**config.mk**
```make
export PLATFORM = sky130hd
export DESIGN_NAME = uart_irq_id
export DESIGN_NICKNAME = d
export VERILOG_FILES = /design/src/rtl/uart_irq_pkg.sv /design/src/rtl/uart_irq_trig.sv /design/src/rtl/uart_irq_evt.sv /design/src/rtl/uart_irq_arb.sv /design/src/rtl/uart_irq_id.sv
export SDC_FILE = /design/constraint.sdc
export NUM_CORES = 1
export LEC_CHECK = 0
export BUFFER_PORTS_ARGS = -buffer_cell sky130_fd_sc_hd__buf_2
export CAP_MARGIN = 15
export CORE_AREA = 2 2 39 41
export CTS_BUF_LIST = sky130_fd_sc_hd__clkbuf_16
export DETAILED_ROUTE_END_ITERATION = 6
export DIE_AREA = 0 0 41 43
export HOLD_SLACK_MARGIN = 0.06
export PLACE_DENSITY = 0.7
export SYNTH_ARGS = -nofsm -noshare
export SYNTH_HDL_FRONTEND = slang
export SYNTH_SLANG_ARGS = --single-unit
```
**constraint.sdc**
```tcl
create_clock -name clk_i -period 2.7 [get_ports clk_i]
set_clock_uncertainty 0.15 [all_clocks]
set_input_delay 0.27 -clock clk_i [delete_from_list [all_inputs] [get_ports clk_i]]
set_output_delay 0.27 -clock clk_i [all_outputs]
set_load 0.02 [all_outputs]
```
**src/rtl/uart_irq_pkg.sv**
```systemverilog
package uart_irq_pkg;
  typedef enum logic [3:0] {
    ID_LS   = 4'b0110,
    ID_RXD  = 4'b0100,
    ID_TMO  = 4'b1100,
    ID_THR  = 4'b0010,
    ID_MS   = 4'b0000,
    ID_NONE = 4'b0001
  } irq_id_e;

  // source index == priority rank, 0 highest
  localparam int unsigned NSRC    = 5;
  localparam int unsigned SRC_LS  = 0;
  localparam int unsigned SRC_RXD = 1;
  localparam int unsigned SRC_TMO = 2;
  localparam int unsigned SRC_THR = 3;
  localparam int unsigned SRC_MS  = 4;

  // enable bit positions
  localparam int unsigned IEN_RX = 0;
  localparam int unsigned IEN_TX = 1;
  localparam int unsigned IEN_LS = 2;
  localparam int unsigned IEN_MS = 3;

  function automatic irq_id_e id_of(input int unsigned idx);
    case (idx)
      SRC_LS:  return ID_LS;
      SRC_RXD: return ID_RXD;
      SRC_TMO: return ID_TMO;
      SRC_THR: return ID_THR;
      default: return ID_MS;
    endcase
  endfunction
endpackage

```
**src/rtl/uart_irq_trig.sv**
```systemverilog
module uart_irq_trig #(
  parameter int unsigned CNT_W = 5
) (
  input  logic             fifo_en_i,
  input  logic [1:0]       sel_i,
  input  logic [CNT_W-1:0] cnt_i,
  output logic             hit_o
);
  logic [CNT_W-1:0] lvl;

  always_comb begin
    if (!fifo_en_i) lvl = CNT_W'(1);
    else begin
      case (sel_i)
        2'd0:    lvl = CNT_W'(1);
        2'd1:    lvl = CNT_W'(4);
        2'd2:    lvl = CNT_W'(8);
        default: lvl = CNT_W'(14);
      endcase
    end
  end

  assign hit_o = (cnt_i >= lvl);
endmodule

```
**src/rtl/uart_irq_evt.sv**
```systemverilog
module uart_irq_evt (
  input  logic clk_i,
  input  logic rst_ni,
  input  logic cond_i,
  input  logic clr_i,
  input  logic ack_i,
  output logic pend_o,
  output logic pend_nxt_o
);
  logic prev_q, pend_q, rise;

  assign rise = cond_i & ~prev_q;

  // write clear beats a new edge; a new edge beats the read ack
  always_comb begin
    if (clr_i)      pend_nxt_o = 1'b0;
    else if (rise)  pend_nxt_o = 1'b1;
    else if (ack_i) pend_nxt_o = 1'b0;
    else            pend_nxt_o = pend_q;
  end

  always_ff @(posedge clk_i or negedge rst_ni) begin
    if (!rst_ni) begin
      prev_q <= 1'b0;
      pend_q <= 1'b0;
    end else begin
      prev_q <= cond_i;
      pend_q <= pend_nxt_o;
    end
  end

  assign pend_o = pend_q;

  assert_rise_sets_R11: assert property (@(posedge clk_i) disable iff (!rst_ni)
    (cond_i && !prev_q && !clr_i) |=> pend_q);
  assert_wr_clears_R10: assert property (@(posedge clk_i) disable iff (!rst_ni)
    clr_i |=> !pend_q);
  assert_no_spurious_set_R10: assert property (@(posedge clk_i) disable iff (!rst_ni)
    (!pend_q && !(cond_i && !prev_q)) |=> !pend_q);
endmodule

```
**src/rtl/uart_irq_arb.sv**
```systemverilog
module uart_irq_arb
  import uart_irq_pkg::*;
(
  input  logic            clk_i,
  input  logic            rst_ni,
  input  logic [NSRC-1:0] pend_i,
  input  logic            fifo_en_i,
  output logic [7:0]      isr_o,
  output logic            irq_o
);
  irq_id_e code_d;
  logic [3:0] code_q;
  logic fifo_q;

  always_comb begin
    code_d = ID_NONE;
    for (int i = NSRC - 1; i >= 0; i--) begin
      if (pend_i[i]) code_d = id_of(i);
    end
  end

  always_ff @(posedge clk_i or negedge rst_ni) begin
    if (!rst_ni) begin
      code_q <= ID_NONE;
      fifo_q <= 1'b0;
    end else begin
      code_q <= code_d;
      fifo_q <= fifo_en_i;
    end
  end

  assign isr_o = {fifo_q, fifo_q, 2'b00, code_q};
  assign irq_o = ~code_q[0];

  assert_top_prio_R2: assert property (@(posedge clk_i) disable iff (!rst_ni)
    pend_i[SRC_LS] |=> (isr_o[3:0] == ID_LS));
  assert_rxd_over_tmo_R2: assert property (@(posedge clk_i) disable iff (!rst_ni)
    (pend_i[SRC_RXD] && !pend_i[SRC_LS]) |=> (isr_o[3:0] == ID_RXD));
  assert_idle_R3: assert property (@(posedge clk_i) disable iff (!rst_ni)
    (pend_i == '0) |=> (isr_o[0] && !irq_o));
  assert_fifo_bits_R4: assert property (@(posedge clk_i) disable iff (!rst_ni)
    fifo_en_i |=> (isr_o[7:4] == 4'b1100));
endmodule

```
**src/rtl/uart_irq_id.sv**
```systemverilog
module uart_irq_id
  import uart_irq_pkg::*;
#(
  parameter int unsigned CNT_W = 5
) (
  input  logic             clk_i,
  input  logic             rst_ni,
  input  logic [3:0]       irq_en_i,
  input  logic             fifo_en_i,
  input  logic [1:0]       trig_sel_i,
  input  logic [CNT_W-1:0] rx_cnt_i,
  input  logic             line_err_i,
  input  logic             rx_tmo_i,
  input  logic             thr_empty_i,
  input  logic             thr_wr_i,
  input  logic             msr_chg_i,
  input  logic             rd_isr_i,
  output logic [7:0]       isr_o,
  output logic             irq_o
);
  localparam int unsigned NEVT = 2; // 0: transmit empty, 1: modem

  logic            trig_hit;
  logic [NEVT-1:0] ev_cond, ev_clr, ev_ack, ev_pend, ev_nxt;
  logic [NSRC-1:0] pend;

  uart_irq_trig #(.CNT_W(CNT_W)) u_trig (
    .fifo_en_i (fifo_en_i),
    .sel_i     (trig_sel_i),
    .cnt_i     (rx_cnt_i),
    .hit_o     (trig_hit)
  );

  assign ev_cond = {msr_chg_i, thr_empty_i};
  assign ev_clr  = {1'b0, thr_wr_i};
  assign ev_ack  = {rd_isr_i && (isr_o[3:0] == ID_MS),
                    rd_isr_i && (isr_o[3:0] == ID_THR)};

  for (genvar g = 0; g < NEVT; g++) begin : g_evt
    uart_irq_evt u_evt (
      .clk_i      (clk_i),
      .rst_ni     (rst_ni),
      .cond_i     (ev_cond[g]),
      .clr_i      (ev_clr[g]),
      .ack_i      (ev_ack[g]),
      .pend_o     (ev_pend[g]),
      .pend_nxt_o (ev_nxt[g])
    );
  end

  // latched sources use their post-acknowledge value so a read lands in one cycle
  assign pend[SRC_LS]  = line_err_i & irq_en_i[IEN_LS];
  assign pend[SRC_RXD] = trig_hit & irq_en_i[IEN_RX];
  assign pend[SRC_TMO] = rx_tmo_i & fifo_en_i & irq_en_i[IEN_RX];
  assign pend[SRC_THR] = ev_nxt[0] & irq_en_i[IEN_TX];
  assign pend[SRC_MS]  = ev_nxt[1] & irq_en_i[IEN_MS];

  uart_irq_arb u_arb (
    .clk_i     (clk_i),
    .rst_ni    (rst_ni),
    .pend_i    (pend),
    .fifo_en_i (fifo_en_i),
    .isr_o     (isr_o),
    .irq_o     (irq_o)
  );

  assert_ms_gated_R9: assert property (@(posedge clk_i) disable iff (!rst_ni)
    !irq_en_i[IEN_MS] |=> (isr_o[3:0] != ID_MS));
  assert_tmo_off_R8: assert property (@(posedge clk_i) disable iff (!rst_ni)
    (!fifo_en_i && !line_err_i && rx_cnt_i == '0) |=> (isr_o[3:0] != ID_TMO && isr_o[3:0] != ID_RXD));
  assert_ack_moves_on_R5: assert property (@(posedge clk_i) disable iff (!rst_ni)
    (rd_isr_i && isr_o[3:0] == ID_MS && !(msr_chg_i && !ev_pend[1] && !$past(msr_chg_i)) && !msr_chg_i)
      |=> (isr_o[3:0] != ID_MS));
  assert_irq_level_R3: assert property (@(posedge clk_i) disable iff (!rst_ni)
    (pend != '0) |=> irq_o);
endmodule

```
-- After elaboration in Yosys (flattened, before gate mapping)
Cells that the tools add are included.
W data, S select, Z words.
- magnitude comparators: 1
- eq/ne operators: 3
- multiplexer cells: 12
- bitwise gates (word level): 11
- reduce and logical (&&, ||, !) cells: 4
- operator list (kind ; count):
    $mux W4 ; 4
    $pmux W4 S3 ; 1
    $and A1 B1 Y1 ; 8
    $mux W1 ; 6
    $ge A5 B5 Y1 ; 1
    $mux W5 ; 1
    $eq A4 B2 Y1 const B ; 1
    $logic_not A4 Y1 ; 1
    $not A1 Y1 ; 3
    $eq A2 B1 Y1 const B ; 1
    $eq A2 B2 Y1 const B ; 1
    $logic_and A1 B1 Y1 ; 2
    $logic_not A2 Y1 ; 1
- flip-flop bits (word level): 9
- logic and storage cells: 37

-- Depth between registers and ports, before layout
- word-level depth: 10
- mapped depth: 6
- mapped depth without buffers: 6

-- Hierarchy
Synthesis repeated with hierarchy kept, for this count alone.
- cell total of the unflattened synthesis: 50
- area, all modules: 546.8 um^2
- modules (own cells, without submodules) (module ; times used ; cells each ; area each (um^2)):
    uart_irq_arb ; 1 ; 16 ; 203.9
    uart_irq_evt ; 2 ; 5 ; 71.3
    uart_irq_trig ; 1 ; 15 ; 115.1
    uart_irq_id ; 1 ; 9 ; 85.1

-- Worst setup path after synthesis
No wires, ideal clock.
- path kind: flip-flop to flip-flop
- from: register u_arb.code_q[3]
- to: register u_arb.code_q[0]
- setup time: 0.105 ns
- data arrival time: 1.732 ns
- required time: 2.445 ns
- slack: 0.714 ns
- stages on the path, launching flop included: 5
- path buffers: 0
- period minus slack after synthesis: 1.986 ns
- cell sequence: dfrtp_1 -> or4b_1 -> a221o_1 -> and2_4 -> a2111oi_2
- longest elaborated chain between the ends: 10
- elaborated cells on any way between the ends: 16
- RTL lines (item ; line ; RTL):
    start, declared ; uart_irq_arb.sv:12 ; logic [3:0] code_q;
    start signal, assigned ; uart_irq_arb.sv:27 ; code_q <= code_d;
    $logic_not A4 Y1 ; uart_irq_id.sv:36 ; assign ev_ack = {rd_isr_i && (isr_o[3:0] == ID_MS),
    $logic_and A1 B1 Y1 ; uart_irq_id.sv:36 ;
    $mux W1 ; uart_irq_evt.sv:18 ; else if (ack_i) pend_nxt_o = 1'b0;
    $mux W1 ; uart_irq_evt.sv:17 ; else if (rise) pend_nxt_o = 1'b1;
    via g_evt[1].u_evt.pend_nxt_o ; uart_irq_evt.sv:8 ; output logic pend_nxt_o
    $and A1 B1 Y1 ; uart_irq_id.sv:56 ; assign pend[SRC_MS] = ev_nxt[1] & irq_en_i[IEN_MS];
    $mux W1 ; uart_irq_arb.sv:18 ; if (pend_i[i]) code_d = id_of(i);
    $mux W4 (4 in a row) ; uart_irq_arb.sv:18 ;
    via u_arb.code_d[0] ; uart_irq_arb.sv:11 ; irq_id_e code_d;
The timed path passes the listed nets, and every way through them passes these cells.

-- Worst setup path in the final report
- from: register u_arb.code_q[0]
- to: register u_arb.code_q[0]
The elaborated chain is that of the path after synthesis.

==> results.yml <==
critical_path:
  crit_fanout: 3
  worstPathRequired_ps: 2680
  r2r-end: "u_arb.code_q[0]"
  start_kind: "flip-flop"
  r2r_setup_slack_ps: 690
  worstPathArrival_ps: 1980
  end_kind: "flip-flop"
  reg2regPathDepth: 4
  path_class: "flip-flop to flip-flop"
  timing.rr.start: "u_arb.code_q[0]"
finish:
  syn_to_final_growth_pct: 49.0
  num-nets-final: 105
  fillers: 127
  n_antenna_cell: 0
  final_util_pct: 53.3
  regArea_um2: 226
  final_common_cell: "buf_2"
  drive_gt1_share_pct: 42.5
  multi_input_area_um2: 216
  layout_common_cells: "buf_2 (26), inv_1 (8), dfrtp_1 (8)"
cts:
  cts_buffer_depth: 2
  cts_resized: 0
  cts_root_buf: "clkbuf_16"
  numCtsBuffers: 3
  htreeDepth: 1
  clkTransAtPathRegs_ps: 40
  cts_sinks: 9
  clk_latency_ps: 230
  cts_tree: "yes"
place:
  numPortBuffers: 26
  gp_congestion: 0.659
  place_hpwl_um: 849
sta:
  tns_ps: 0
  setup_viol: 0
  finalCritPeriodShare_pct: 74.3
  rsz0062_at_grt: "false"
  clock.fmax_mhz: 498
  report.final.slew_viol_count: 0
  finalHoldViolCount: 0
  finalWorstPathRequiredPeriod_ps: 2010
detailed_routing:
  dr.pass1.iters: 4
  drc_errors: 0
  wl_per_cell_um: 10.8
  viasPerCell: 4.69
  vias: 450
  wirelength_um: 1040
  drt_iter0_drc: 6
  drtAntennaViolNets: 0
worst_hold_path:
  worstHoldPathCells: 1
  min-delay-start: "fifo_en_i"
  whs_endpoint: "u_arb.fifo_q"
  hold_path_class: "input pin to flip-flop"
floorplanning:
  ios: 29
  die_w_um: 41
  die_y_um: 43
  dieArea_um2: 1760
  start_util_pct: 35.8
  core_region_area_um2: 1380
  rows: 14
logic_synthesis:
  seq_area_frac_synth_pct: 45.7
  synthSimpleGateAreaFrac_pct: 15.2
  synth-xor-area-share_pct: 0
  ys_ff_latch: 9
  avgSynthCellArea_um2: 10.1
  synthAdderAreaFrac_pct: 10.1
  ys.warnings.count: 0
  synth_mux_area_share_pct: 0
  synth_cells: 49
  synth_compound_area_share_pct: 16.9
  netlist-cell-type-count: 22
  synth_top_family_by_area: "compound AO/OA/AOI/OAI gates"
  syn-cell-area_um2: 495
power_and_ir_drop:
  power.density_nw_per_um2: 644
  finalPower_mw: 0.475
  p_int_mw: 0.375
  pwr-share-seq_pct: 31.7
  clockPowerShare_pct: 52.4
  switching_share_pct: 21.2
  power.switching_mw: 0.101
  vdd_drop_max_v: 0.000311
  p_comb_share_pct: 15.9
  p_leak_nw: 0.396
global_route:
  antenna_found_initial: 0
  grt_pass1_wl_um: 1740
  grt_usage_pct: 15.0
  grt_max_degree: 10
  grt-ovfl-total: 0
  grt_pass1_vias: 455
flow_run:
  cap_violations: 0
run_status:
  outcome: "finished clean"
worst max-delay path: stages, from the launching register on:
cell and delay, ps:
dfstp_2 360, or4b_1 540, a221o_1 350, and2_4 170, a2111oi_2 320
kinds of logic after synthesis:
group / after synthesis
other cells: 1
buf+inv: 11
fa+ha+maj: 4
simple gates: 13
compound gates: 11
flops: 9
layer usage:
metal | up-vias | track usage, % | wire length (µm)
met2 | 19 | 25.9 | 547
li1 | 227 | - | -
met1 | 202 | 14.6 | 391
met5 | - | 0 | 0
met4 | 0 | 10.0 | 27
met3 | 2 | 3.14 | 69
timing repair:
item                                   in CTS  in global routing
buffers inserted                            0                  0
endpoints found under the hold margin      12                  0
hold buffers                                4                  0
area by class of cell:
cell class                      instances  share of cell area [%]
Timing Repair Buffer                   30                    23.1
Tap cell                               16                    2.71
Multi-Input combinational cell         30                    29.3
Clock inverter                          1                   0.508
Clock buffer                            3                    10.2
Sequential cell                         9                    30.7
Inverter                                7                    3.56
worst max-delay path by stage:
stage / startpoint / cells past startpoint / end / slack [ps]
after floorplan: u_arb.code_q[3] / 4 / u_arb.code_q[0] / 710
after detailed placement: u_arb.code_q[0] / 4 / u_arb.code_q[0] / 700
after CTS: u_arb.code_q[0] / 4 / u_arb.code_q[0] / 690
after global placement: u_arb.code_q[0] / 4 / u_arb.code_q[0] / 770
final: u_arb.code_q[0] / 4 / u_arb.code_q[0] / 690
after global routing: u_arb.code_q[0] / 4 / u_arb.code_q[0] / 650
sequential cells by signal, summed over array words and instances, names as in the netlist:
signal	cells
u_arb.code_q	4
g_evt.u_evt.prev_q	2
g_evt.u_evt.pend_o	2
u_arb.fifo_q	1
power groups by stage:
stage | Sequential, mW | Combinational [mW] | Clock (mW)
3_3_place_gp | 0.152 | 0.0702 | 0
6_report | 0.151 | 0.0757 | 0.249
4_1_cts | 0.151 | 0.0769 | 0.257
3_5_place_dp | 0.152 | 0.0722 | 0
2_1_floorplan | 0.157 | 0.0396 | 0
5_1_grt | 0.152 | 0.0862 | 0.263
cell usage after synthesis, drive strengths merged:
master	n	share of area, %
dfrtp	8	40
inv	7	5.3
nand2	6	4.5
buf	4	6.1
ha	4	10
o21ai	3	3.0
a31o	2	3.5
and2	2	3.0
a2111oi	1	3.0
a211oi	1	1.5
a21o	1	1.5
a21oi	1	1.0
a221o	1	2.0
a31oi	1	1.3
and4b	1	2.0
conb	1	0.76
dfstp	1	5.3
nand2b	1	1.3
nand3	1	1.0
nor4	1	1.3
or4b	1	2.0
per-stage QoR:
step,setup slack [ps],std cells,hold WS (ps),instance area (µm²)
floorplan,714,50,-176,499
global placement,774,88,-22.6,619
detailed placement,700,88,-19.8,619
CTS,690,96,63.2,738
global route,653,96,74.0,738
finish,693,96,69.3,738
Note: power is estimated with default switching activity, not from simulation.
